===== src/rtl/isc_pkg.sv =====
package isc_pkg;
  localparam int SRC_N  = 5;
  localparam int REG_W  = 8;
  localparam int SC_BIT = REG_W - 1;

  // Flag bit positions
  localparam int B_TMR_A  = 0;
  localparam int B_TMR_B  = 1;
  localparam int B_ALARM  = 2;
  localparam int B_SERIAL = 3;
  localparam int B_EDGE   = 4;

  // Next mask after a set/clear write
  function automatic logic [SRC_N-1:0] f_mask_next(
    input logic [SRC_N-1:0] cur,
    input logic             set_sel,
    input logic [SRC_N-1:0] sel
  );
    if (set_sel) return cur | sel;
    else         return cur & ~sel;
  endfunction

  // Next pending flags: optional clear, then new events merged in
  function automatic logic [SRC_N-1:0] f_pend_next(
    input logic [SRC_N-1:0] cur,
    input logic             clr,
    input logic [SRC_N-1:0] ev
  );
    logic [SRC_N-1:0] base;
    base = clr ? '0 : cur;
    return base | ev;
  endfunction
endpackage


===== src/rtl/isc_fall_detect.sv =====
module isc_fall_detect (
  input  logic clk,
  input  logic rst_n,
  input  logic pin_n,
  output logic fall
);
  logic prev_q;

  always_ff @(posedge clk) begin
    if (!rst_n) prev_q <= 1'b1;
    else        prev_q <= pin_n;
  end

  assign fall = prev_q & ~pin_n;
endmodule


===== src/rtl/isc_pend_reg.sv =====
module isc_pend_reg
  import isc_pkg::*;
(
  input  logic             clk,
  input  logic             rst_n,
  input  logic             clr,
  input  logic [SRC_N-1:0] ev,
  output logic [SRC_N-1:0] pend
);
  always_ff @(posedge clk) begin
    if (!rst_n) pend <= '0;
    else        pend <= f_pend_next(pend, clr, ev);
  end
endmodule


===== src/rtl/isc_mask_reg.sv =====
module isc_mask_reg
  import isc_pkg::*;
(
  input  logic             clk,
  input  logic             rst_n,
  input  logic             wr_en,
  input  logic [REG_W-1:0] wr_data,
  output logic [SRC_N-1:0] mask
);
  logic unused_pad;
  assign unused_pad = ^wr_data[SC_BIT-1:SRC_N];

  always_ff @(posedge clk) begin
    if (!rst_n)     mask <= '0;
    else if (wr_en) mask <= f_mask_next(mask, wr_data[SC_BIT], wr_data[SRC_N-1:0]);
  end
endmodule


===== src/rtl/isc_ctrl.sv =====
module isc_ctrl
  import isc_pkg::*;
(
  input  logic             clk,
  input  logic             rst_n,
  input  logic             rd_en,
  input  logic             wr_en,
  input  logic [REG_W-1:0] wr_data,
  input  logic             ev_tmr_a,
  input  logic             ev_tmr_b,
  input  logic             ev_alarm,
  input  logic             ev_serial,
  input  logic             flag_pin_n,
  output logic [REG_W-1:0] rd_data,
  output logic             irq_n
);
  // Named internal events for the checker
  logic             flag_fall;
  logic [SRC_N-1:0] src_ev;
  logic [SRC_N-1:0] pend_q;
  logic [SRC_N-1:0] mask_q;
  logic             ir;

  isc_fall_detect u_edge (
    .clk   (clk),
    .rst_n (rst_n),
    .pin_n (flag_pin_n),
    .fall  (flag_fall)
  );

  always_comb begin
    src_ev           = '0;
    src_ev[B_TMR_A]  = ev_tmr_a;
    src_ev[B_TMR_B]  = ev_tmr_b;
    src_ev[B_ALARM]  = ev_alarm;
    src_ev[B_SERIAL] = ev_serial;
    src_ev[B_EDGE]   = flag_fall;
  end

  isc_pend_reg u_pend (
    .clk   (clk),
    .rst_n (rst_n),
    .clr   (rd_en),
    .ev    (src_ev),
    .pend  (pend_q)
  );

  isc_mask_reg u_mask (
    .clk     (clk),
    .rst_n   (rst_n),
    .wr_en   (wr_en),
    .wr_data (wr_data),
    .mask    (mask_q)
  );

  assign ir    = |(pend_q & mask_q);
  assign irq_n = ~ir;

  for (genvar g = 0; g < REG_W; g++) begin : g_rd
    if (g < SRC_N) begin : g_flag
      assign rd_data[g] = pend_q[g];
    end else if (g == SC_BIT) begin : g_sum
      assign rd_data[g] = ir;
    end else begin : g_pad
      assign rd_data[g] = 1'b0;
    end
  end
endmodule


===== config.mk =====
export PLATFORM = sky130hd
export DESIGN_NAME = isc_ctrl
export DESIGN_NICKNAME = d
export VERILOG_FILES = /design/src/rtl/isc_pkg.sv /design/src/rtl/isc_fall_detect.sv /design/src/rtl/isc_pend_reg.sv /design/src/rtl/isc_mask_reg.sv /design/src/rtl/isc_ctrl.sv
export SDC_FILE = /design/constraint.sdc
export NUM_CORES = 1
export LEC_CHECK = 0
export BUFFER_PORTS_ARGS = -buffer_cell sky130_fd_sc_hd__clkbuf_2
export CAP_MARGIN = 15
export CORE_AREA = 2 2 39 41
export CTS_BUF_LIST = sky130_fd_sc_hd__clkbuf_2
export CTS_CLUSTER_SIZE = 30
export DETAILED_ROUTE_END_ITERATION = 12
export DIE_AREA = 0 0 41 43
export PLACE_DENSITY = 0.66
export SLEW_MARGIN = 20
export SYNTH_ARGS = -nofsm -noshare
export SYNTH_HDL_FRONTEND = slang
export SYNTH_SLANG_ARGS = --single-unit

===== constraint.sdc =====
create_clock -name clk -period 1.15 [get_ports clk]
set_input_delay 0.0575 -clock clk [delete_from_list [all_inputs] [get_ports clk]]
set_output_delay 0.0575 -clock clk [all_outputs]
set_load 0.02 [all_outputs]

### Yosys cells after proc, flatten, opt, wreduce, memory -nomap -nowiden

Cells that the tools add are included.

| storage, ports and cells | value |
|---|---|
| register bits after elaboration | 11 |
| word-level logic and storage cells | 14 |
| output and inout bits | 9 |
| bits of input ports | 17 |

| cells by class | value |
|---|---|
| bitwise logic cells | 8 |
| mux-type cells | 2 |
| reductions and logical operators | 1 |

Operators with widths:

| cell | count |
|---|---|
| $and 5x5->5 | 2 |
| $mux 5 | 2 |
| $or 5x5->5 | 2 |
| $not 5->5 | 1 |
| $reduce_or 5->1 | 1 |
| $not 1->1 | 2 |
| $and 1x1->1 | 1 |

### Longest topological paths before layout

| depth | value |
|---|---|
| depth in word-level cells | 3 |
| depth in mapped cells | 3 |
| mapped depth without buffers | 2 |

### Cells and area by module

From an unflattened synthesis, not the netlist that was laid out.

| unflattened totals | value |
|---|---|
| cell total of the unflattened synthesis | 47 |
| area, all modules | 449.2 um^2 |

Modules (own cells, without submodules):

| module | area an instance (um^2) | times used | seq. area each (um^2) | cells an instance |
|---|---|---|---|---|
| isc_mask_reg | 193.9 | 1 | 100.1 | 21 |
| isc_pend_reg | 168.9 | 1 | 100.1 | 15 |
| isc_ctrl | 53.8 | 1 | 0.0 | 8 |
| isc_fall_detect | 32.5 | 1 | 20.0 | 3 |

### Worst setup path after synthesis

OpenSTA, ideal clock, no wires.

| timing | value |
|---|---|
| path kind | reg2out |
| from | register u_pend.pend[3] |
| to | output port irq_n |
| arrival | 0.901 ns |
| cell stages (with the launch flop) | 3 |
| setup slack | 0.191 ns |
| data required time | 1.092 ns |
| path buffers | 0 |
| cell sequence | dfxtp_1 -> a22oi_1 -> and4_1 |

| between the ends | value |
|---|---|
| word-level cells in the longest chain between the ends | 3 |

RTL lines:

| item | line | RTL |
|---|---|---|
| start, declared | isc_pend_reg.sv:8 | `output logic [SRC_N-1:0] pend` |
| start signal, assigned | isc_pend_reg.sv:12 | `else pend <= f_pend_next(pend, clr, ev);` |
| $and 5x5->5 | isc_ctrl.sv:56 | `assign ir = \|(pend_q & mask_q);` |
| $reduce_or 5->1 | isc_ctrl.sv:56 |  |
| $not 1->1 | isc_ctrl.sv:57 | `assign irq_n = ~ir;` |
| end, declared | isc_ctrl.sv:15 | `output logic irq_n` |

Every way passes these cells.

### Worst setup path after layout

Ends and elaborated chain as after synthesis.

==> run summary <==
* sky130_fd_sc_hd__dfxtp_1 — cell type contributing the most total cell area after synthesis
* 399 — number of global-route vias before repair
* 0 — max capacitance violation total
* 0.664 — gp weighted congestion
* 0 — Overflow after GRT
* 43 um — die span in y
* 945 um — post-detailed-routing wire length
* 0.136 — global-route usage over all layers
* 0 — number of remaining DRC errors
* 2 — number of buffers on the longest clock path
* 26 — number of primary I/O pins
* 84 — # placed instances
* 50 — number of instances in the synthesized netlist
* 0.32 ns — reg2reg setup slack
* u_pend.pend[3] — worst r2r src
* 10.4 um — routed wire length per instance
* sky130_fd_sc_hd__dfxtp_1 (46%), sky130_fd_sc_hd__a21bo_1 (11%), sky130_fd_sc_hd__a21oi_1 (6.3%) — leading cell types by total area after synthesis
* 0.294 nW — reported leakage power
* 0 — number of warnings issued by yosys
* 3 — cts bufs inserted
* 1 — deepest level of the CTS H-tree
* 0.00278 ns — worst clock skew
* 0.248 — Synth Area in Compound Gates
* 15 — synth unique cells
* 1 — setup violators final
* 33.8% — synth-to-layout area growth
* 93 — NumNets Final
* ev_serial — worst hold path startpoint
* 0.34 ns — largest stage delay on the critical path
* sky130_fd_sc_hd__dfxtp_2 — critical path's slowest cell
* compound AO/OA/AOI/OAI gates — dominant combinational cell family by area after synthesis
* 751 um — post-detail-place hpwl
* 0.25 ns — Clk Latency, worst-skew pair
* 0 — share of cell area taken by muxes after synthesis
* 0 — remaining antenna violation count
* 0 — total count of max-transition violations in the final report
* 1.21 ns — Min Clock Period, post-route
* 11 — synthesis-stage register bit count
* done — TritonCTS clock tree
* 0.10 ns — CTS clock-pin slew for the worst setup and hold paths
* 0.464 — sequential-to-total area share from yosys stat
* 41 um — width of the die
* reg -> out — critical path start-end classification
* in -> reg — HP Class
* 11 — largest net degree at the start of global routing
* -0.0620 ns — Worst Setup Slack, final
* negative setup slack — failing checks
* u_pend.pend[3] — worst reg2reg endpoint
* 0.343 — Starting Density
* u_pend.pend[3] — terminating pin of the worst hold path
* 0 — initial antenna violation count
* 1.09 ns — required time at the worst-slack endpoint
* yes — unrepaired setup endpoints after global routing
* output pin — Worst setup EP type
* 4 — drt first-iter violations
* 4.75 — vias per std cell
* 634 um^2 — cell area after layout
* 825 MHz — peak clock frequency supported by timing
* 474 um^2 — summed instance area of the synthesized netlist
* 0.768 mW — power after layout
* 11 — CTS Sinks
* 21 — IO buf count
* 0 — Fin. Hold Viols
* 0 — xor/xnor share of the synthesized area
* 1.64 mm — wire length of the first global-routing pass
* a22oi_2 > and4_1 > clkbuf_8 — Cell Chain, Critical Path
* 0.00176 mm^2 — die area
* 2 — critical path fanouts, max
* 9.48 um^2 — mean instance size in the synthesized netlist
* complete, but fails checks — outcome
* flip-flops — kind of cell with the highest combined delay on the critical path
* 0 — antenna fix cells
* 0.541 mV — Peak supply drop
* 569 um^2 — Area after DPL
* 4 — first-pass iteration count of the detailed router
* 0.00138 mm^2 — placeable core region
* 1 — worst path bufs/invs
* sky130_fd_sc_hd__clkbuf_2 — clk root buf
* 1.05 — post-route fraction of the period consumed by the critical path
* 3 — depth of the worst register-to-register path
* 1.15 ns — Worst EP arrival
* 0.201 — simple-gate share of the synthesized area
* 0.373 — fraction of layout cells with a size suffix above 1
* 14 — number of rows created at floorplan
* 91 — final std cells w/o fill
* 0.464 — fraction of post-synthesis cell area in the top cell type by area
* flip-flop — Critical Path Source Type
* 432 — vias
* 1210 mW/mm^2 — Power Dens Cells
* 2 — number of stages on the worst hold path
* 0 — Post-Synth Adder-Cell Area
==> metrics by stage <==
step | setup WS (ns) | hold WS (ns) | setup TNS [ns] | util
detailed placement | 0.170 | 0.264 | 0 | 0.411
floorplan | 0.191 | 0.131 | 0 | -
finish | -0.0620 | 0.0175 | -0.0620 | 0.458
CTS | -0.0733 | 0.000743 | -0.0733 | 0.449
global placement | 0.175 | 0.253 | 0 | 0.411
global route | -0.125 | 0.00752 | -0.149 | 0.458
==> synth_stat cells, drive strengths merged <==
library cell / instances
a21bo: 5
a21oi: 6
a22oi: 1
and4: 1
buf: 4
conb: 1
dfxtp: 11
inv: 1
nand2: 3
nand2b: 3
nand3: 5
nand4: 1
nor2b: 4
o21a: 4
==> power by group <==
part	switching, mW	internal (mW)
Sequential	0.0131	0.403
Clock	0.121	0.0924
Combinational	0.0715	0.0674
==> cell families (layout without fill, tap and decap cells) <==
group / Yosys count / in the layout
flops: 11 / 11
compound gates: 16 / 16
other cells: 1 / 2
buf+inv: 5 / 29
simple gates: 17 / 17
==> routing by layer <==
layer  part of all wire  vias up  global-route usage  wire, um
met1               0.44      194               0.178       420
met5                  0        -                   0         0
met2               0.47       19               0.200       441
met4                  0        0              0.0600         0
met3              0.087        0              0.0366        82
li1                   -      219                   -         -
==> how the worst max path moves through the flow <==
stage / startpoint / end / slack (ns) / cells after the start
3_5_place_dp: u_pend.pend[3] / irq_n / 0.17 / 3
6_report: u_pend.pend[3] / irq_n / -0.06 / 3
2_1_floorplan: u_pend.pend[3] / irq_n / 0.19 / 2
5_1_grt: u_pend.pend[3] / irq_n / -0.12 / 3
4_1_cts: u_pend.pend[3] / irq_n / -0.07 / 3
3_3_place_gp: u_pend.pend[3] / irq_n / 0.17 / 3
==> repair_timing <==
item,4_1_cts,5_1_grt
setup endpoints to repair,2,2
buffers inserted,1,0
hold buffers,1,1
gates resized for setup,4,2
pin swaps,1,1
gates cloned,0,0
hold endpoints to repair,1,1
==> area by class of cell <==
type	count	area, um^2
fillers	139	749
multi-input cells	35	225
flip-flops and latches	11	221
repair buffers	24	144
clock buffers	4	20.0
well taps	16	20.0
inverters	1	3.75
==> cells in the final DEF (no fill, tap or decap) <==
| master | count |
|---|---|
| sky130_fd_sc_hd__conb_1 | 2 |
| sky130_fd_sc_hd__clkbuf_2 | 23 |
| sky130_fd_sc_hd__nand3_1 | 5 |
| sky130_fd_sc_hd__nand2b_1 | 3 |
| sky130_fd_sc_hd__nor2b_1 | 4 |
| sky130_fd_sc_hd__a21bo_1 | 5 |
| sky130_fd_sc_hd__dlygate4sd3_1 | 2 |
| sky130_fd_sc_hd__inv_1 | 1 |
| sky130_fd_sc_hd__and4_1 | 1 |
| sky130_fd_sc_hd__nand4_1 | 1 |
| sky130_fd_sc_hd__o21a_1 | 4 |
| sky130_fd_sc_hd__a21oi_1 | 6 |
| sky130_fd_sc_hd__a22oi_2 | 1 |
| sky130_fd_sc_hd__clkbuf_8 | 1 |
| sky130_fd_sc_hd__buf_4 | 2 |
| sky130_fd_sc_hd__dfxtp_1 | 10 |
| sky130_fd_sc_hd__nand2_1 | 3 |
| sky130_fd_sc_hd__dfxtp_2 | 1 |
No activity file was read; power rests on OpenSTA's default activity.
